<file path="src/rtl/ecc_log_pkg.sv">
package ecc_log_pkg;

    localparam int STS_W   = 16;
    localparam int REG_W   = 32;
    localparam int PA_W    = 33;
    localparam int GRAIN   = 7;
    localparam int SYN_W   = 8;
    localparam int IDX_W   = 3;
    localparam int CAUSES  = 5;
    localparam int HI_W    = PA_W - GRAIN;

    localparam int BIT_CE    = 0;
    localparam int BIT_UE    = 1;
    localparam int BIT_RFTO  = 8;
    localparam int BIT_LOCK  = 9;
    localparam int BIT_THERM = 11;

    function automatic int cause_bit(input int i);
        case (i)
            0:       return BIT_CE;
            1:       return BIT_UE;
            2:       return BIT_RFTO;
            3:       return BIT_LOCK;
            default: return BIT_THERM;
        endcase
    endfunction

    function automatic logic [STS_W-1:0] cause_mask();
        logic [STS_W-1:0] m;
        m = '0;
        for (int i = 0; i < CAUSES; i++) m[cause_bit(i)] = 1'b1;
        return m;
    endfunction

    localparam logic [STS_W-1:0] CAUSE_MASK = cause_mask();

    typedef enum logic [IDX_W-1:0] {
        IDX_STS  = 3'd0,
        IDX_CMD  = 3'd1,
        IDX_PTR  = 3'd2,
        IDX_XPTR = 3'd3,
        IDX_SYN  = 3'd4
    } reg_idx_e;

    typedef struct packed {
        logic [HI_W-1:0]  addr_hi;
        logic             chan;
        logic [SYN_W-1:0] syn;
    } log_t;

    typedef struct packed {
        logic [STS_W-1:0] sts;
        logic [STS_W-1:0] cmd;
    } ctl_t;

endpackage

</file>
<file path="src/rtl/ecc_log_status.sv">
module ecc_log_status
    import ecc_log_pkg::*;
(
    input  logic                 clk,
    input  logic                 rst_n,
    input  logic [CAUSES-1:0]    cause_evt,
    input  logic [STS_W-1:0]     clr_mask,
    input  logic                 cmd_we,
    input  logic [STS_W-1:0]     cmd_wdata,
    output logic [STS_W-1:0]     sts,
    output logic [STS_W-1:0]     cmd,
    output logic                 serr
);

    ctl_t             ctl_d, ctl_q;
    logic [STS_W-1:0] evt_vec;

    always_comb begin
        evt_vec = '0;
        for (int i = 0; i < CAUSES; i++) evt_vec[cause_bit(i)] = cause_evt[i];
    end

    always_comb begin
        ctl_d     = ctl_q;
        // a fresh event outranks a same-cycle clear
        ctl_d.sts = ((ctl_q.sts & ~clr_mask) | evt_vec) & CAUSE_MASK;
        if (cmd_we) ctl_d.cmd = cmd_wdata & CAUSE_MASK;
    end

    always_ff @(posedge clk or negedge rst_n) begin
        if (!rst_n) ctl_q <= '0;
        else        ctl_q <= ctl_d;
    end

    assign sts  = ctl_q.sts;
    assign cmd  = ctl_q.cmd;
    assign serr = |(ctl_q.sts & ctl_q.cmd);

    AST_STS_RSVD_ZERO: assert property (@(posedge clk) disable iff (!rst_n)
        (sts & ~CAUSE_MASK) == '0);
    AST_CMD_RSVD_ZERO: assert property (@(posedge clk) disable iff (!rst_n)
        (cmd & ~CAUSE_MASK) == '0);
    AST_SERR_NEEDS_EN: assert property (@(posedge clk) disable iff (!rst_n)
        serr |-> (cmd != '0) && (sts != '0));

    for (genvar g = 0; g < CAUSES; g++) begin : g_cause
        localparam int P = cause_bit(g);
        AST_EVT_SETS: assert property (@(posedge clk) disable iff (!rst_n)
            cause_evt[g] |=> sts[P]);
        AST_EVT_BEATS_CLR: assert property (@(posedge clk) disable iff (!rst_n)
            (cause_evt[g] && clr_mask[P]) |=> sts[P]);
        AST_W1C_CLEARS: assert property (@(posedge clk) disable iff (!rst_n)
            (clr_mask[P] && !cause_evt[g]) |=> !sts[P]);
        AST_FLAG_HOLDS: assert property (@(posedge clk) disable iff (!rst_n)
            (!clr_mask[P] && !cause_evt[g]) |=> sts[P] == $past(sts[P]));
    end

endmodule

</file>
<file path="src/rtl/ecc_log_capture.sv">
module ecc_log_capture
    import ecc_log_pkg::*;
(
    input  logic              clk,
    input  logic              rst_n,
    input  logic              ce_valid,
    input  logic              ue_valid,
    input  logic [PA_W-1:0]   err_addr,
    input  logic              err_chan,
    input  logic [SYN_W-1:0]  err_syn,
    input  logic              ecc_busy,
    output log_t              log_q
);

    log_t log_d;
    logic take;
    logic unused_low_addr;

    assign unused_low_addr = ^err_addr[GRAIN-1:0];

    always_comb begin
        log_d = log_q;
        take  = ue_valid || (ce_valid && !ecc_busy);
        if (take) begin
            log_d.addr_hi = err_addr[PA_W-1:GRAIN];
            log_d.chan    = err_chan;
            log_d.syn     = err_syn;
        end
    end

    always_ff @(posedge clk or negedge rst_n) begin
        if (!rst_n) log_q <= '0;
        else        log_q <= log_d;
    end

    AST_UE_LOADS: assert property (@(posedge clk) disable iff (!rst_n)
        ue_valid |=> (log_q.addr_hi == $past(err_addr[PA_W-1:GRAIN]))
                  && (log_q.syn == $past(err_syn)) && (log_q.chan == $past(err_chan)));
    AST_CE_FIRST: assert property (@(posedge clk) disable iff (!rst_n)
        (ce_valid && !ue_valid && !ecc_busy) |=>
            (log_q.addr_hi == $past(err_addr[PA_W-1:GRAIN])) && (log_q.syn == $past(err_syn)));
    AST_CE_HELD: assert property (@(posedge clk) disable iff (!rst_n)
        (ce_valid && !ue_valid && ecc_busy) |=> $stable(log_q));
    AST_IDLE_HOLD: assert property (@(posedge clk) disable iff (!rst_n)
        (!ce_valid && !ue_valid) |=> $stable(log_q));

endmodule

</file>
<file path="src/rtl/ecc_log_regport.sv">
module ecc_log_regport
    import ecc_log_pkg::*;
(
    input  logic              clk,
    input  logic              rst_n,
    input  logic [IDX_W-1:0]  reg_addr,
    input  logic              reg_wr,
    input  logic [STS_W-1:0]  reg_wdata,
    input  logic [STS_W-1:0]  sts,
    input  logic [STS_W-1:0]  cmd,
    input  log_t              log_q,
    output logic [REG_W-1:0]  reg_rdata,
    output logic [STS_W-1:0]  clr_mask,
    output logic              cmd_we,
    output logic [STS_W-1:0]  cmd_wdata
);

    localparam int LO_HI = REG_W - GRAIN;
    localparam int RSVD  = GRAIN - 1;

    always_comb begin
        clr_mask  = '0;
        cmd_we    = 1'b0;
        cmd_wdata = reg_wdata;
        if (reg_wr) begin
            case (reg_idx_e'(reg_addr))
                IDX_STS: clr_mask = reg_wdata & CAUSE_MASK;
                IDX_CMD: cmd_we   = 1'b1;
                default: ;
            endcase
        end
    end

    always_comb begin
        case (reg_idx_e'(reg_addr))
            IDX_STS:  reg_rdata = {{(REG_W-STS_W){1'b0}}, sts};
            IDX_CMD:  reg_rdata = {{(REG_W-STS_W){1'b0}}, cmd};
            IDX_PTR:  reg_rdata = {log_q.addr_hi[LO_HI-1:0], {RSVD{1'b0}}, log_q.chan};
            IDX_XPTR: reg_rdata = {{(REG_W-1){1'b0}}, log_q.addr_hi[HI_W-1]};
            IDX_SYN:  reg_rdata = {{(REG_W-SYN_W){1'b0}}, log_q.syn};
            default:  reg_rdata = '0;
        endcase
    end

    AST_PTR_RSVD: assert property (@(posedge clk) disable iff (!rst_n)
        (reg_addr == IDX_PTR) |-> reg_rdata[GRAIN-1:1] == '0);
    AST_XPTR_RSVD: assert property (@(posedge clk) disable iff (!rst_n)
        (reg_addr == IDX_XPTR) |-> reg_rdata[REG_W-1:1] == '0);
    AST_UNMAPPED_ZERO: assert property (@(posedge clk) disable iff (!rst_n)
        (reg_addr > IDX_SYN) |-> reg_rdata == '0);
    AST_ONE_TARGET: assert property (@(posedge clk) disable iff (!rst_n)
        !(cmd_we && (clr_mask != '0)));

endmodule

</file>
<file path="src/rtl/ecc_err_log.sv">
module ecc_err_log
    import ecc_log_pkg::*;
(
    input  logic              clk,
    input  logic              rst_n,
    input  logic              ce_valid,
    input  logic              ue_valid,
    input  logic [PA_W-1:0]   err_addr,
    input  logic              err_chan,
    input  logic [SYN_W-1:0]  err_syn,
    input  logic              refresh_tmo,
    input  logic              lock_nondram,
    input  logic              thermal_evt,
    input  logic [IDX_W-1:0]  reg_addr,
    input  logic              reg_wr,
    input  logic [STS_W-1:0]  reg_wdata,
    output logic [REG_W-1:0]  reg_rdata,
    output logic              serr
);

    logic [STS_W-1:0]  sts, cmd, clr_mask, cmd_wdata;
    logic              cmd_we;
    logic [CAUSES-1:0] cause_evt;
    log_t              log_q;
    logic              ecc_busy;

    assign cause_evt = {thermal_evt, lock_nondram, refresh_tmo, ue_valid, ce_valid};
    assign ecc_busy  = sts[BIT_CE] | sts[BIT_UE];

    ecc_log_status u_status (
        .clk       (clk),
        .rst_n     (rst_n),
        .cause_evt (cause_evt),
        .clr_mask  (clr_mask),
        .cmd_we    (cmd_we),
        .cmd_wdata (cmd_wdata),
        .sts       (sts),
        .cmd       (cmd),
        .serr      (serr)
    );

    ecc_log_capture u_capture (
        .clk      (clk),
        .rst_n    (rst_n),
        .ce_valid (ce_valid),
        .ue_valid (ue_valid),
        .err_addr (err_addr),
        .err_chan (err_chan),
        .err_syn  (err_syn),
        .ecc_busy (ecc_busy),
        .log_q    (log_q)
    );

    ecc_log_regport u_regport (
        .clk       (clk),
        .rst_n     (rst_n),
        .reg_addr  (reg_addr),
        .reg_wr    (reg_wr),
        .reg_wdata (reg_wdata),
        .sts       (sts),
        .cmd       (cmd),
        .log_q     (log_q),
        .reg_rdata (reg_rdata),
        .clr_mask  (clr_mask),
        .cmd_we    (cmd_we),
        .cmd_wdata (cmd_wdata)
    );

    AST_UE_FLAG_AFTER_UE: assert property (@(posedge clk) disable iff (!rst_n)
        (ue_valid && ce_valid) |=> sts[BIT_UE] && sts[BIT_CE]);

endmodule

</file>
<file path="config.mk">
export PLATFORM = sky130hd
export DESIGN_NAME = ecc_err_log
export DESIGN_NICKNAME = d
export VERILOG_FILES = /design/src/rtl/ecc_log_pkg.sv /design/src/rtl/ecc_log_status.sv /design/src/rtl/ecc_log_capture.sv /design/src/rtl/ecc_log_regport.sv /design/src/rtl/ecc_err_log.sv
export SDC_FILE = /design/constraint.sdc
export NUM_CORES = 1
export LEC_CHECK = 0
export ABC_AREA = 0
export BUFFER_PORTS_ARGS = -buffer_cell sky130_fd_sc_hd__buf_2
export CORE_ASPECT_RATIO = 0.7
export CORE_MARGIN = 1.5
export CORE_UTILIZATION = 25
export DETAILED_ROUTE_END_ITERATION = 7
export PLACE_DENSITY = 0.42
export SYNTH_ARGS = -nofsm -noshare
export SYNTH_HDL_FRONTEND = slang
export SYNTH_HIERARCHICAL = 1
export SYNTH_SLANG_ARGS = --single-unit
</file>
<file path="constraint.sdc">
create_clock -name clk -period 2.65 [get_ports clk]
set_input_delay 0.265 -clock clk [delete_from_list [all_inputs] [get_ports clk]]
set_output_delay 0.265 -clock clk [all_outputs]
set_load 0.005 [all_outputs]
</file>
Word level (Yosys, flattened, before mapping). Index checks and enable logic that the tools add are counted.

Register bits after elaboration: 45. Input port bits: 69. Word-level logic and storage cells: 24. Output and inout port bits: 33.

Mux-type cells: 5. Reduce and logical (&&, ||, !) cells: 5. Equality and inequality tests: 4. Bitwise operators: 5.

Operators by type and width (count): case mux 32 bit (5 select lines) (1); bitwise AND 12 bit (2); 2-to-1 mux 12 bit (2); OR reduction 16 bit (1); inverter 12 bit (1); OR 12 bit (1); == test 3 x 2 -> 1 bit (second input constant) (2); == test 3 x 1 -> 1 bit (second input constant) (1); == test 3 bit (second input constant) (1); zero test 3 bit (1); 2-to-1 mux 1 bit (2); logical AND 1 bit (1); zero test 1 bit (1); logical OR 1 bit (1); OR 1 bit (1).

Longest topological paths before layout.
Depth after elaboration: 6. Gate-level depth with buffers: 5. Gate-level depth less buffers: 4.

Modules after synthesis. The synthesis kept the hierarchy.

By module, submodules not included: ecc_log_capture (instances 1, area each 1447.6 µm², cells each 75); ecc_log_regport (instances 1, area each 888.4 µm², cells each 131); ecc_log_status (instances 1, area each 553.0 µm², cells each 51); ecc_err_log (instances 1, area each 6.3 µm², cells each 1).

Least setup slack after synthesis. Ideal clock, no wire load.

Path kind: reg2reg. Start point: reg u_status.ctl_q, in the netlist u_status/sts[1]. End point: reg, netlist name u_capture/log_q[0]. Library setup time: 125 ps. Path slack: 1244 ps. Stages on the path, launching flop included: 6. Required time: 2525 ps. Buffers on the path: 1. Data arrival time: 1281 ps. Cells stage by stage: dfrtp_1 -> or2_1 -> inv_1 -> a21oi_4 -> buf_8 -> mux2_4.

Cells in the longest elaborated chain, start to end: 4.

RTL lines: start, declared (line ecc_log_status.sv:15) `ctl_t ctl_d, ctl_q;`; start signal, assigned (line ecc_log_status.sv:32) `else ctl_q <= ctl_d;`; OR 1 bit (line ecc_err_log.sv:28) `assign ecc_busy = sts[BIT_CE] | sts[BIT_UE];`; via ecc_busy (line ecc_err_log.sv:25) `logic ecc_busy;`; zero test 1 bit (line ecc_log_capture.sv:23) `take = ue_valid || (ce_valid && !ecc_busy);`; logical AND 1 bit (line ecc_log_capture.sv:23); logical OR 1 bit (line ecc_log_capture.sv:23).

The timed path passes the listed nets, and every way through them passes these cells. A chain may end at the register's enable or synchronous reset.

Final worst setup path.
Start point: in reg_addr[0]. End point: out reg_rdata[1].

Cells in the longest elaborated chain, start to end: 2.

RTL lines: start, declared (line ecc_err_log.sv:14) `input logic [IDX_W-1:0] reg_addr,`; == test 3 bit (tied with other cells) (line ecc_log_regport.sv:35) `case (reg_idx_e'(reg_addr))`; case mux 32 bit (5 select lines) (*) (line ecc_log_regport.sv:35); end, declared (line ecc_err_log.sv:17) `output logic [REG_W-1:0] reg_rdata,`.

Every way passes the cells marked *; elsewhere a longest branch is shown, timed or not.

==> out/results.txt <==
slew of the pin with the lowest slew margin - 0.5451 ns
Die X - 127.8 um
worst vdd ir - 0.2207 mV
io pins - 102
Register Area - 1126 um2
clock latency on the worst-skew pair - 0.29 ns
Highest Clock Rate - 563.2 MHz
final setup vio count - 0
Multi-input gate area - 1345 um2
grt ovf - 0
CTS tree - built
final setup TNS - 0 ns
gr busiest metal - met2
hpwl dp - 4.424 mm
Core ar. - 10470 um2
initial antenna violation count - 0
row cnt - 31
DIE AREA - 11550 um2
fin nets - 382
DR vias - 1760
final slew viol count - 0
synthesized instance count - 235
drt pass-1 iters - 4
grt met1 use - 15.26%
pre-CTS worst setup slack - 0.7807 ns
P&R area growth vs syn - 21.62%
vias in the first global route - 1847
most common cell after layout, fill and taps aside - buf_2
clk slew on worst S/H paths - 0.06 ns
CP Class - in2out
worst setup margin - 0.8745 ns
fin crit share - 67.00%
IO Port Bufs - 83
RSZ-0062 raised after global routing - false
drt wl/cell - 13.92 um
Clock Tree Buf Depth - 2
largest net degree at the start of global routing - 35
Synth Cell Area - 2726 um2
Worst Path Max Fanout - 21
H-tree levels - 2
Period minus WS final - 1.776 ns
Crit. End Element - output pin
final WL - 6.210 mm
final hold violations - 0
max_slew headroom - 63.59%
die height - 90.37 um
Data required, critical path - 2.38 ns
share of post-route cells with drive strength above 1 - 43.31%
Inserted Diodes - 0
Synth Area per Inst - 11.60 um2
Worst Path Arrival - 1.51 ns
fillers - 1106
post-CTS setup buffer count - 0
status - finished, final reports clean
power per cell area - 580.3 nW/um2
synth warn - 6
GPL Wtd Cong - 0.6930
initial DRC count - 17
met3 usage in global routing - 3.081%
first-pass GRT wire length - 9.846 mm
Root Buffer - clkbuf_16
Residual DRC - 0
Hold Crit Class - in2reg
GRT Total Usage - 11.30%
met2 Use GR - 17.43%
Lkg Pwr - 1.655 nW
Starting Density - 26.03%
DR vias/cell - 3.946
Max-cap violations - 0
CTS buffer count - 5
Fin Clk Skew - 0.002511 ns
clock sink count - 45
most frequent cells in the layout - buf_2 (83), dfrtp_1 (45), mux2_4 (30), conb_1 (22), and2_1 (21)
crit path launch type - primary input
Antenna Violating Nets Remaining - 0
path summary, 6_finish.rpt:
kind	from	endpoint	slack [ns]	depth (start not counted)
setup / recovery	reg_addr[0]	reg_rdata[1]	0.87	5
hold / removal	thermal_evt	u_status/sts[11]	0.16	2
setup reg to reg	u_status/sts[0]	u_capture/log_q[8]	1.04	5
hold reg to reg	u_capture/log_q[19]	u_capture/log_q[19]	0.50	1
max in group asynchronous	rst_n	u_capture/log_q[2]	1.49	3
min in group asynchronous	rst_n	u_capture/log_q[26]	0.39	2
through the flow:
step                area, um2  utilization (%)  cells  total power [mW]  hold WS, ns
floorplan                2805                -    256             1.038     -0.03059
global placement         3115            29.75    437             1.122       0.1665
detailed placement       3115            29.75    437             1.127       0.1711
CTS                      3316            31.66    446             1.972       0.1504
global route             3316            31.66    446             2.030       0.1477
finish                   3316            31.66    446             1.924       0.1576
critical path, cell delays in order:
cell	delay [ns]
buf_2	0.34
nor2b_1	0.52
nand2_1	0.10
a21oi_1	0.14
buf_2	0.14
area by class of cell:
type	count	share of cell area (%)
Inverter	7	0.7925
Tap cell	132	4.981
Sequential cell	45	33.96
Timing Repair Buffer	89	13.96
Multi-Input combinational cell	165	40.57
Clock buffer	5	3.774
Clock inverter	3	1.962
routing by layer:
metal | up-vias | part of all wire [%] | routed length [um]
li1 | 902 | - | -
met1 | 809 | 51 | 3182
met2 | 41 | 43 | 2676
met3 | 8 | 4.4 | 271
met4 | 0 | 1.3 | 80
met5 | - | 0 | 0
repair_timing:
item / in CTS / in global routing
endpoints found under the hold margin: 11 / 0
hold buffers: 1 / 0
resized for setup: 0 / 0
registers in the layout (all words and copies together), names as in the netlist:
register         flops
u_capture/log_q     35
u_status/cmd         5
u_status/sts         5
power by group:
part | internal, mW | total (mW) | switching, mW
clock network | 0.539 | 0.813 | 0.274
logic | 0.179 | 0.308 | 0.129
registers | 0.760 | 0.803 | 0.0427
total | 1.48 | 1.92 | 0.447
Power figures use the tool's default switching activity.
